==> src/rtl/pwm_bank_pkg.sv <==
package pwm_bank_pkg;

  localparam int CNT_W  = 16;
  localparam int CTRL_W = 3;

  // control word bit positions
  localparam int OUT_EN_BIT = 0;
  localparam int INIT_BIT   = 1;
  localparam int ABRUPT_BIT = 2;

  // field selector inside a channel's four-word window
  localparam logic [1:0] F_CTRL   = 2'd0;
  localparam logic [1:0] F_DUTY   = 2'd1;
  localparam logic [1:0] F_PERIOD = 2'd2;
  localparam logic [1:0] F_COUNT  = 2'd3;

  typedef struct packed {
    logic abrupt;
    logic init_high;
    logic out_en;
  } chan_ctrl_t;

  // value the counter takes on a tick
  function automatic logic [CNT_W-1:0] next_count(input logic [CNT_W-1:0] cnt,
                                                  input logic [CNT_W-1:0] period);
    if (cnt == period) return '0;
    return cnt + CNT_W'(1);
  endfunction

  // true while the count lies in the inverted (active) part of the period
  function automatic logic in_active(input logic [CNT_W-1:0] cnt,
                                     input logic [CNT_W-1:0] duty,
                                     input logic [CNT_W-1:0] period);
    return (cnt >= duty) && (cnt <= period);
  endfunction

  // pin level from the driving flag, the idle level and the phase
  function automatic logic pin_level(input logic drive, input logic init_high,
                                     input logic active);
    return drive ? (init_high ^ active) : init_high;
  endfunction

endpackage

==> src/rtl/pwm_bank_decode.sv <==
module pwm_bank_decode
  import pwm_bank_pkg::*;
#(
  parameter int NUM_CH  = 8,
  parameter int CH_BITS = 3,
  parameter int AW      = 6
) (
  input  logic [AW-1:0]                     addr,
  input  logic                              we,
  input  logic [NUM_CH-1:0][CTRL_W-1:0]     rd_ctrl,
  input  logic [NUM_CH-1:0][CNT_W-1:0]      rd_duty,
  input  logic [NUM_CH-1:0][CNT_W-1:0]      rd_period,
  input  logic [NUM_CH-1:0][CNT_W-1:0]      rd_cnt,
  input  logic [NUM_CH-1:0]                 rd_run,
  output logic [NUM_CH-1:0]                 wr_ctrl,
  output logic [NUM_CH-1:0]                 wr_duty,
  output logic [NUM_CH-1:0]                 wr_period,
  output logic [NUM_CH-1:0]                 wr_cnt,
  output logic                              set_we,
  output logic                              clr_we,
  output logic [CNT_W-1:0]                  rdata
);

  logic               is_glb;
  logic [CH_BITS-1:0] sel;
  logic [1:0]         fld;
  logic               sel_ok;
  logic               glb_set;
  logic               glb_clr;

  assign is_glb  = addr[AW-1];
  assign sel     = addr[CH_BITS+1:2];
  assign fld     = addr[1:0];
  assign sel_ok  = !is_glb && (32'(sel) < 32'(NUM_CH));
  assign glb_set = is_glb && (addr[AW-2:0] == '0);
  assign glb_clr = is_glb && (addr[AW-2:0] == (AW-1)'(1));

  assign set_we = we && glb_set;
  assign clr_we = we && glb_clr;

  for (genvar i = 0; i < NUM_CH; i++) begin : g_wr
    logic hit;
    assign hit          = we && sel_ok && (sel == CH_BITS'(i));
    assign wr_ctrl[i]   = hit && (fld == F_CTRL);
    assign wr_duty[i]   = hit && (fld == F_DUTY);
    assign wr_period[i] = hit && (fld == F_PERIOD);
    assign wr_cnt[i]    = hit && (fld == F_COUNT);
  end

  always_comb begin
    rdata = '0;
    if (glb_set) begin
      rdata[NUM_CH-1:0] = rd_run;
    end else if (sel_ok) begin
      unique case (fld)
        F_CTRL:   rdata[CTRL_W-1:0] = rd_ctrl[sel];
        F_DUTY:   rdata = rd_duty[sel];
        F_PERIOD: rdata = rd_period[sel];
        default:  rdata = rd_cnt[sel];
      endcase
    end
  end

endmodule

==> src/rtl/pwm_run_ctl.sv <==
module pwm_run_ctl #(
  parameter int NUM_CH = 8
) (
  input  logic              clk,
  input  logic              rst_n,
  input  logic              set_we,
  input  logic              clr_we,
  input  logic [NUM_CH-1:0] mask,
  output logic [NUM_CH-1:0] run_q
);

  logic [NUM_CH-1:0] set_bits;
  logic [NUM_CH-1:0] clr_bits;

  assign set_bits = set_we ? mask : '0;
  assign clr_bits = clr_we ? mask : '0;

  always_ff @(posedge clk) begin
    if (!rst_n) run_q <= '0;
    else        run_q <= (run_q | set_bits) & ~clr_bits;
  end

endmodule

==> src/rtl/pwm_chan.sv <==
module pwm_chan
  import pwm_bank_pkg::*;
(
  input  logic             clk,
  input  logic             rst_n,
  input  logic             wr_ctrl,
  input  logic             wr_duty,
  input  logic             wr_period,
  input  logic             wr_cnt,
  input  logic [CNT_W-1:0] wdata,
  input  logic             tick,
  input  logic             running,
  output chan_ctrl_t       ctrl_q,
  output logic [CNT_W-1:0] duty_q,
  output logic [CNT_W-1:0] period_q,
  output logic [CNT_W-1:0] cnt_q,
  output logic             drive,
  output logic             active
);

  logic step;
  logic wrap_evt;
  logic soft_off;
  logic drain_q;
  logic stop_drain;

  assign step     = running && tick;
  assign wrap_evt = step && (cnt_q == period_q);
  // enable cleared without abrupt select on a live channel: finish the period
  assign soft_off = wr_ctrl && ctrl_q.out_en && running &&
                    !wdata[OUT_EN_BIT] && !wdata[ABRUPT_BIT];
  assign stop_drain = wr_ctrl && (wdata[OUT_EN_BIT] || wdata[ABRUPT_BIT]);

  always_ff @(posedge clk) begin
    if (!rst_n) begin
      ctrl_q   <= '0;
      duty_q   <= '0;
      period_q <= '0;
    end else begin
      if (wr_ctrl)   ctrl_q   <= chan_ctrl_t'(wdata[CTRL_W-1:0]);
      if (wr_duty)   duty_q   <= wdata;
      if (wr_period) period_q <= wdata;
    end
  end

  always_ff @(posedge clk) begin
    if (!rst_n)      cnt_q <= '0;
    else if (wr_cnt) cnt_q <= wdata;
    else if (step)   cnt_q <= next_count(cnt_q, period_q);
  end

  always_ff @(posedge clk) begin
    if (!rst_n)          drain_q <= 1'b0;
    else if (!running)   drain_q <= 1'b0;
    else if (wrap_evt)   drain_q <= 1'b0;
    else if (soft_off)   drain_q <= 1'b1;
    else if (stop_drain) drain_q <= 1'b0;
  end

  assign drive  = ctrl_q.out_en || drain_q;
  assign active = in_active(cnt_q, duty_q, period_q);

endmodule

==> src/rtl/pwm_timer_bank.sv <==
module pwm_timer_bank
  import pwm_bank_pkg::*;
#(
  parameter int NUM_CH  = 8,
  parameter int CH_BITS = (NUM_CH > 1) ? $clog2(NUM_CH) : 1,
  parameter int AW      = CH_BITS + 3
) (
  input  logic              clk,
  input  logic              rst_n,
  input  logic [AW-1:0]     bus_addr,
  input  logic [CNT_W-1:0]  bus_wdata,
  input  logic              bus_we,
  output logic [CNT_W-1:0]  bus_rdata,
  input  logic [NUM_CH-1:0] tick,
  output logic [NUM_CH-1:0] pwm_out
);

  logic [NUM_CH-1:0][CTRL_W-1:0] ctrl_v;
  logic [NUM_CH-1:0][CNT_W-1:0]  duty_v;
  logic [NUM_CH-1:0][CNT_W-1:0]  period_v;
  logic [NUM_CH-1:0][CNT_W-1:0]  cnt_v;
  logic [NUM_CH-1:0]             init_v;
  logic [NUM_CH-1:0]             drive_v;
  logic [NUM_CH-1:0]             active_v;
  logic [NUM_CH-1:0]             ctrl_wr;
  logic [NUM_CH-1:0]             duty_wr;
  logic [NUM_CH-1:0]             period_wr;
  logic [NUM_CH-1:0]             cnt_wr;
  logic [NUM_CH-1:0]             run_q;
  logic                          set_we;
  logic                          clr_we;

  pwm_bank_decode #(.NUM_CH(NUM_CH), .CH_BITS(CH_BITS), .AW(AW)) u_dec (
    .addr      (bus_addr),
    .we        (bus_we),
    .rd_ctrl   (ctrl_v),
    .rd_duty   (duty_v),
    .rd_period (period_v),
    .rd_cnt    (cnt_v),
    .rd_run    (run_q),
    .wr_ctrl   (ctrl_wr),
    .wr_duty   (duty_wr),
    .wr_period (period_wr),
    .wr_cnt    (cnt_wr),
    .set_we    (set_we),
    .clr_we    (clr_we),
    .rdata     (bus_rdata)
  );

  pwm_run_ctl #(.NUM_CH(NUM_CH)) u_run (
    .clk    (clk),
    .rst_n  (rst_n),
    .set_we (set_we),
    .clr_we (clr_we),
    .mask   (bus_wdata[NUM_CH-1:0]),
    .run_q  (run_q)
  );

  for (genvar i = 0; i < NUM_CH; i++) begin : g_ch
    chan_ctrl_t ctrl_s;

    pwm_chan u_chan (
      .clk       (clk),
      .rst_n     (rst_n),
      .wr_ctrl   (ctrl_wr[i]),
      .wr_duty   (duty_wr[i]),
      .wr_period (period_wr[i]),
      .wr_cnt    (cnt_wr[i]),
      .wdata     (bus_wdata),
      .tick      (tick[i]),
      .running   (run_q[i]),
      .ctrl_q    (ctrl_s),
      .duty_q    (duty_v[i]),
      .period_q  (period_v[i]),
      .cnt_q     (cnt_v[i]),
      .drive     (drive_v[i]),
      .active    (active_v[i])
    );

    assign ctrl_v[i]  = ctrl_s;
    assign init_v[i]  = ctrl_s.init_high;
    assign pwm_out[i] = pin_level(drive_v[i], init_v[i], active_v[i]);
  end

endmodule

==> config.mk <==
export PLATFORM = sky130hd
export DESIGN_NAME = pwm_timer_bank
export DESIGN_NICKNAME = d
export VERILOG_FILES = /design/src/rtl/pwm_bank_pkg.sv /design/src/rtl/pwm_bank_decode.sv /design/src/rtl/pwm_run_ctl.sv /design/src/rtl/pwm_chan.sv /design/src/rtl/pwm_timer_bank.sv
export SDC_FILE = /design/constraint.sdc
export NUM_CORES = 2
export LEC_CHECK = 0
export BUFFER_PORTS_ARGS = -buffer_cell sky130_fd_sc_hd__buf_2
export CORE_AREA = 2 2 274 276
export CTS_CLUSTER_SIZE = 24
export DETAILED_ROUTE_END_ITERATION = 6
export DIE_AREA = 0 0 276 278
export SLEW_MARGIN = 20
export SYNTH_ARGS = -nofsm -noshare
export SYNTH_HDL_FRONTEND = slang
export SYNTH_HIERARCHICAL = 1
export SYNTH_SLANG_ARGS = --single-unit
==> constraint.sdc <==
create_clock -name clk -period 2.35 [get_ports clk]
set_clock_uncertainty 0.2 [all_clocks]
set_input_delay 0.1175 -clock clk [delete_from_list [all_inputs] [get_ports clk]]
set_output_delay 0.1175 -clock clk [all_outputs]
set_load 0.05 [all_outputs]
# Word-level counts from Yosys, hierarchy flattened
# Cells that the tools add are included.
[totals]
ff_bits = 424
out_inout_bits = 24
word_cells = 372
[classes]
addsub = 8
n_lt_le_gt_ge = 17
n_eq_ne = 19
muxes = 103
bitwise_logic = 20
n_reduce_logical = 148
[ops]
columns = ["cell", "count"]
rows = [
  ["$mux 16", 36],
  ["$bmux 16 s3", 3],
  ["$add 16x1->16 const B", 8],
  ["$eq 16x16->1", 8],
  ["$ge 16x16->1", 8],
  ["$le 16x16->1", 8],
  ["$logic_and 1x1->1", 109],
  ["$mux 1", 56],
  ["$pmux 13 s3", 1],
  ["$mux 8", 4],
  ["$reduce_bool 2->1", 16],
  ["$reduce_or 3->1", 8],
  ["$eq 3x3->1 const B", 4],
  ["$bmux 3 s3", 1],
  ["$logic_or 1x1->1", 9],
  ["$not 1->1", 9],
  ["$pmux 3 s3", 1],
  ["$and 8x8->8", 1],
  ["$not 8->8", 1],
  ["$or 8x8->8", 1],
  ["$xor 1x1->1", 8],
  ["$eq 3x2->1 const B", 2],
  ["$eq 5x1->1 const B", 1],
  ["$logic_not 5->1", 1],
  ["other kinds (8)", 11],
]

# Longest topological paths before layout
[logic_depth]
ltp_word = 9
mapped_depth = 13
ltp_nobuf = 9

# Cells and area by module
# The synthesis kept the hierarchy.
[modules_own_cells]
columns = ["module", "instances", "cells_per_inst", "area_each_um2", "seq_area_each_um2"]
rows = [
  ["pwm_chan (g_ch[0].u_chan ...)", 7, 340, 3099.2, 1041.0],
  ["pwm_bank_decode", 1, 428, 3951.3, 0.0],
  ["pwm_chan (g_ch[7].u_chan)", 1, 342, 3124.2, 1041.0],
  ["pwm_run_ctl", 1, 27, 356.6, 160.2],
  ["pwm_timer_bank", 1, 16, 100.1, 0.0],
]

# Least setup slack after synthesis
# OpenSTA, ideal clock, no wires.
[synth_path]
path_type = "register -> output"
from = "register g_ch[7].u_chan.period_q[13]"
to = "output pwm_out[7]"
t_arrival_ns = 2.580
required_ns = 2.033
slack_ns = -0.547
path_stages_with_launch = 10
path_buffers = 1
cell_sequence = "dfxtp_1 > inv_1 > ha_1 > nand4_2 > nor4_4 > buf_4 > nor3_1 > a221oi_1 > nand2_1 > xnor2_1"
[synth_between]
elab_chain_len = 4
[synth_lines]
columns = ["element", "line_no", "source"]
rows = [
  ["start: declaration", "pwm_chan.sv:15", "output logic [CNT_W-1:0] period_q,"],
  ["start signal: assignment", "pwm_chan.sv:42", "if (wr_period) period_q <= wdata;"],
  ["$le 16x16->1", "pwm_bank_pkg.sv:34", "return (cnt >= duty) && (cnt <= period);"],
  ["$logic_and 1x1->1", "pwm_bank_pkg.sv:34", ""],
  ["via active_v[7]", "pwm_timer_bank.sv:24", "logic [NUM_CH-1:0] active_v;"],
  ["$xor 1x1->1", "pwm_bank_pkg.sv:40", "return drive ? (init_high ^ active) : init_high;"],
  ["$mux 1", "pwm_bank_pkg.sv:40", ""],
  ["end: declaration", "pwm_timer_bank.sv:15", "output logic [NUM_CH-1:0] pwm_out"],
]
# The timed path passes the listed nets, and every way through them passes these cells.

# Worst setup path after layout
[layout_path]
from = "register g_ch[7].u_chan.duty_q[6]"
to = "output pwm_out[7]"
[layout_between]
elab_chain_len = 4
[layout_lines]
columns = ["element", "line_no", "source"]
rows = [
  ["start: declaration", "pwm_chan.sv:14", "output logic [CNT_W-1:0] duty_q,"],
  ["start signal: assignment", "pwm_chan.sv:41", "if (wr_duty) duty_q <= wdata;"],
  ["$ge 16x16->1", "pwm_bank_pkg.sv:34", ""],
  ["$logic_and 1x1->1", "pwm_bank_pkg.sv:34", ""],
  ["via active_v[7]", "pwm_timer_bank.sv:24", ""],
  ["$xor 1x1->1", "pwm_bank_pkg.sv:40", ""],
  ["$mux 1", "pwm_bank_pkg.sv:40", ""],
]
# The timed path passes the listed nets, and every way through them passes these cells.

==> qor.txt <==
Final setup TNS = -12740 ps
Worst-Skew Late Latency = 630 ps
Fin Hold WS = 43.9 ps
Post-Place Cells = 4791
I/O pin count = 57
R2R Path End = g_ch[0].u_chan/cnt_q[2]$_SDFFE_PN0P_
Fin area = 42600 µm²
Syn_area_per_cell = 9.15 µm²
Via count = 28458
Leak pwr = 16.3 nW
FMAX = 0.317 GHz
Root Buffer = clkbuf_16
Hold_sp = bus_wdata[1]
Core Area = 73800 µm²
H-tree lvl count = 2
Remaining global-route overflow = 0
Worst-path fanout max = 2
# port buffers = 56
Worst Reg-to-Reg Cells = 8
Drt pass-1 iters = 7
CTS max path bufs = 3
Top cells by count, synth = 424 x dfxtp_1, 340 x nor2b_1, 308 x mux2i_1
Maximum VDD drop = 0.591 mV
Worst Setup End Kind = output pin
Vias per cell = 5.73
Syn Inst Count = 3193
Worst Hold Depth = 4
Row Count = 100
WHS Endpoint = g_ch[2].u_chan/period_q[1]$_SDFFE_PN0P_
Vias in the first global route = 27974
Arrival @ worst endpoint = 2840 ps
Worst min path class = input pin to flop
RSZ-0062 raised after global routing = yes
Final hold violation count = 0
Post-synthesis register bit count = 424
Placed cell areas = 36900 µm²
TritonCTS clock tree = yes
Setup Viol. Count Final = 48
Status = finished, violations left
Layout Utilization = 57.7%
Final Max Tran Viols = 0
Initial antenna violation count = 3
Most frequent cell after synthesis = dfxtp_1
First-pass GRT wire length = 182 mm
Post-layout nets = 4253
Initial Util = 39.6%
Crit path launch type = flop
Worst r2r src = g_ch[0].u_chan/period_q[14]$_SDFFE_PN0P_
WL final = 125 mm
Syn nets = 3490
Setup slack after layout = -808 ps
Largest net degree at the start of global routing = 60
Main area contributors after synthesis = dfxtp_1 29%, ha_1 11%, mux2i_1 11%, nor2b_1 7.3%, mux4_2 4.9%
Post-synth ARST share = 0%
Critical path class = flop to output pin
Die Ht = 278 µm
Layout Cells excl Fill = 4968
Synth top area share = 29.0%
Clk sinks = 424
Post-synth cell types = 81
Overall routing resource usage = 31.6%
Routed len/inst = 25.3 µm
Tcrit/Tclk final = 134%
Final antenna-violating net count = 0
CP Data Required Time = 2030 ps
Violated checks = design-rule violations, negative setup slack
R2R setup slack = -240 ps
Die X = 276 µm
Clk pin slew, worst setup/hold paths = 60 ps
Place WS = -640 ps
Layout cells sized above 1 = 43.8%
# DRC = 8
Worst-margin pin slew = 789 ps
GP Congestion = 1.00
Fin crit period = 3160 ps
Pwr/cell area = 422 nW/µm²
Synth warn = 6
Cts bufs inserted = 53
DP HPWL = 93.6 mm
Mapped Area = 29200 µm²
Post-synth EDFFs = 0
# Max-Cap Violations = 0
Initial DRC Count = 2949
Slew headroom = 47.4%
Pwr Total = 18.0 mW
Fillers = 6336
Leading area contributor after synthesis = dfxtp_1
Syn-to-layout area delta = 45.7%
Register area share after synthesis = 29.0%
Main flop type after synthesis = dfxtp_1
Die Area = 76700 µm²
==> logic make-up (layout without fill, tap and decap cells) <==
| family | count (synthesis) | after routing | share of synthesized area [%] |
|---|---|---|---|
| compound gates | 566 | 566 | 13.3 |
| xor+xnor | 89 | 89 | 2.67 |
| fa+ha+maj | 264 | 264 | 11.3 |
| buf+inv | 426 | 1229 | 6.17 |
| flops | 424 | 424 | 29.0 |
| mux | 406 | 406 | 17.4 |
| other cells | 0 | 3 | 0 |
| simple gates | 1018 | 1018 | 20.1 |
==> layer usage <==
metal	vias up	GRT usage [%]	share of wire, %
met5	-	0	0
met4	0	18.6	6.8
met3	370	3.58	7.0
met2	1230	51.7	46
met1	13822	40.4	41
li1	13036	-	-
==> sequential cells by signal, indices dropped and copies added (netlist names) <==
| register | count |
|---|---|
| g_ch.u_chan/ctrl_q | 24 |
| g_ch.u_chan/cnt_q | 128 |
| g_ch.u_chan/period_q | 128 |
| g_ch.u_chan/duty_q | 128 |
| g_ch.u_chan/drain_q | 8 |
| u_run/run_q | 8 |
==> worst max-delay path: stages, from the launching register on <==
cell and delay (ps):
dfxtp_2 340, inv_2 50, ha_4 260, nand2_2 70
nor3_4 200, a211oi_2 100, or3_4 390, a221oi_4 320
nand2_2 130, xnor2_4 190, buf_12 160
==> worst max-delay path by stage <==
stage,startpoint,endpoint,slack [ps]
6_report,g_ch[7].u_chan/duty_q[6]$_SDFFE_PN0P_,pwm_out[7],-810
3_3_place_gp,g_ch[0].u_chan/cnt_q[11]$_SDFFE_PN0P_,pwm_out[0],-610
3_5_place_dp,g_ch[0].u_chan/cnt_q[11]$_SDFFE_PN0P_,pwm_out[0],-640
5_1_grt,g_ch[7].u_chan/duty_q[7]$_SDFFE_PN0P_,pwm_out[7],-890
2_1_floorplan,g_ch[7].u_chan/period_q[13]$_SDFFE_PN0P_,pwm_out[7],-150
4_1_cts,g_ch[7].u_chan/duty_q[5]$_SDFFE_PN0P_,pwm_out[7],-880
==> where the power goes <==
group	switching, mW	total (mW)	internal [mW]
sequential	0.0360	7.23	7.19
combinational	1.33	2.36	1.03
clock	3.48	8.37	4.89
total	4.84	18.0	13.1
==> cell type report <==
| cell class | count | area (µm²) | area share, % |
|---|---|---|---|
| multi-input cells | 2343 | 22200 | 52.2 |
| flip-flops and latches | 424 | 8820 | 20.7 |
| repair buffers | 859 | 7520 | 17.7 |
| clock buffers | 78 | 1590 | 3.74 |
| well taps | 969 | 1210 | 2.85 |
| inverters | 275 | 1040 | 2.43 |
| clock inverters | 17 | 170 | 0.400 |
| diodes | 3 | 7.51 | 0.0176 |
==> timing repair <==
item	4_1_cts	5_1_grt
gates resized for setup	541	235
hold buffers	25	0
endpoints found under the setup margin	98	130
pin swaps	190	111
hold endpoints to repair	341	0
gates cloned	0	0
setup buffers	45	40
==> cell usage in the layout, fill, tap and decap left out, drive strengths merged, types with 10 or more instances in the layout <==
master,n
nor2,127
o211ai,25
nor3b,17
dfxtp,424
nand4,66
xor2,59
nor4b,16
o211a,24
ha,264
nand2b,14
clkinv,19
a22o,10
a22oi,48
nand3,113
a21oi,161
nor3,53
nor2b,340
mux2i,308
o221a,11
xnor2,30
a21o,26
o31ai,15
o22ai,12
o21ai,101
dlygate4sd3,25
clkbuf,78
mux4,75
buf,834
nand2,172
or2,26
mux2,23
a221oi,11
inv,269
a211oi,47
nor4,31
Note: power is estimated with default switching activity, not from simulation.
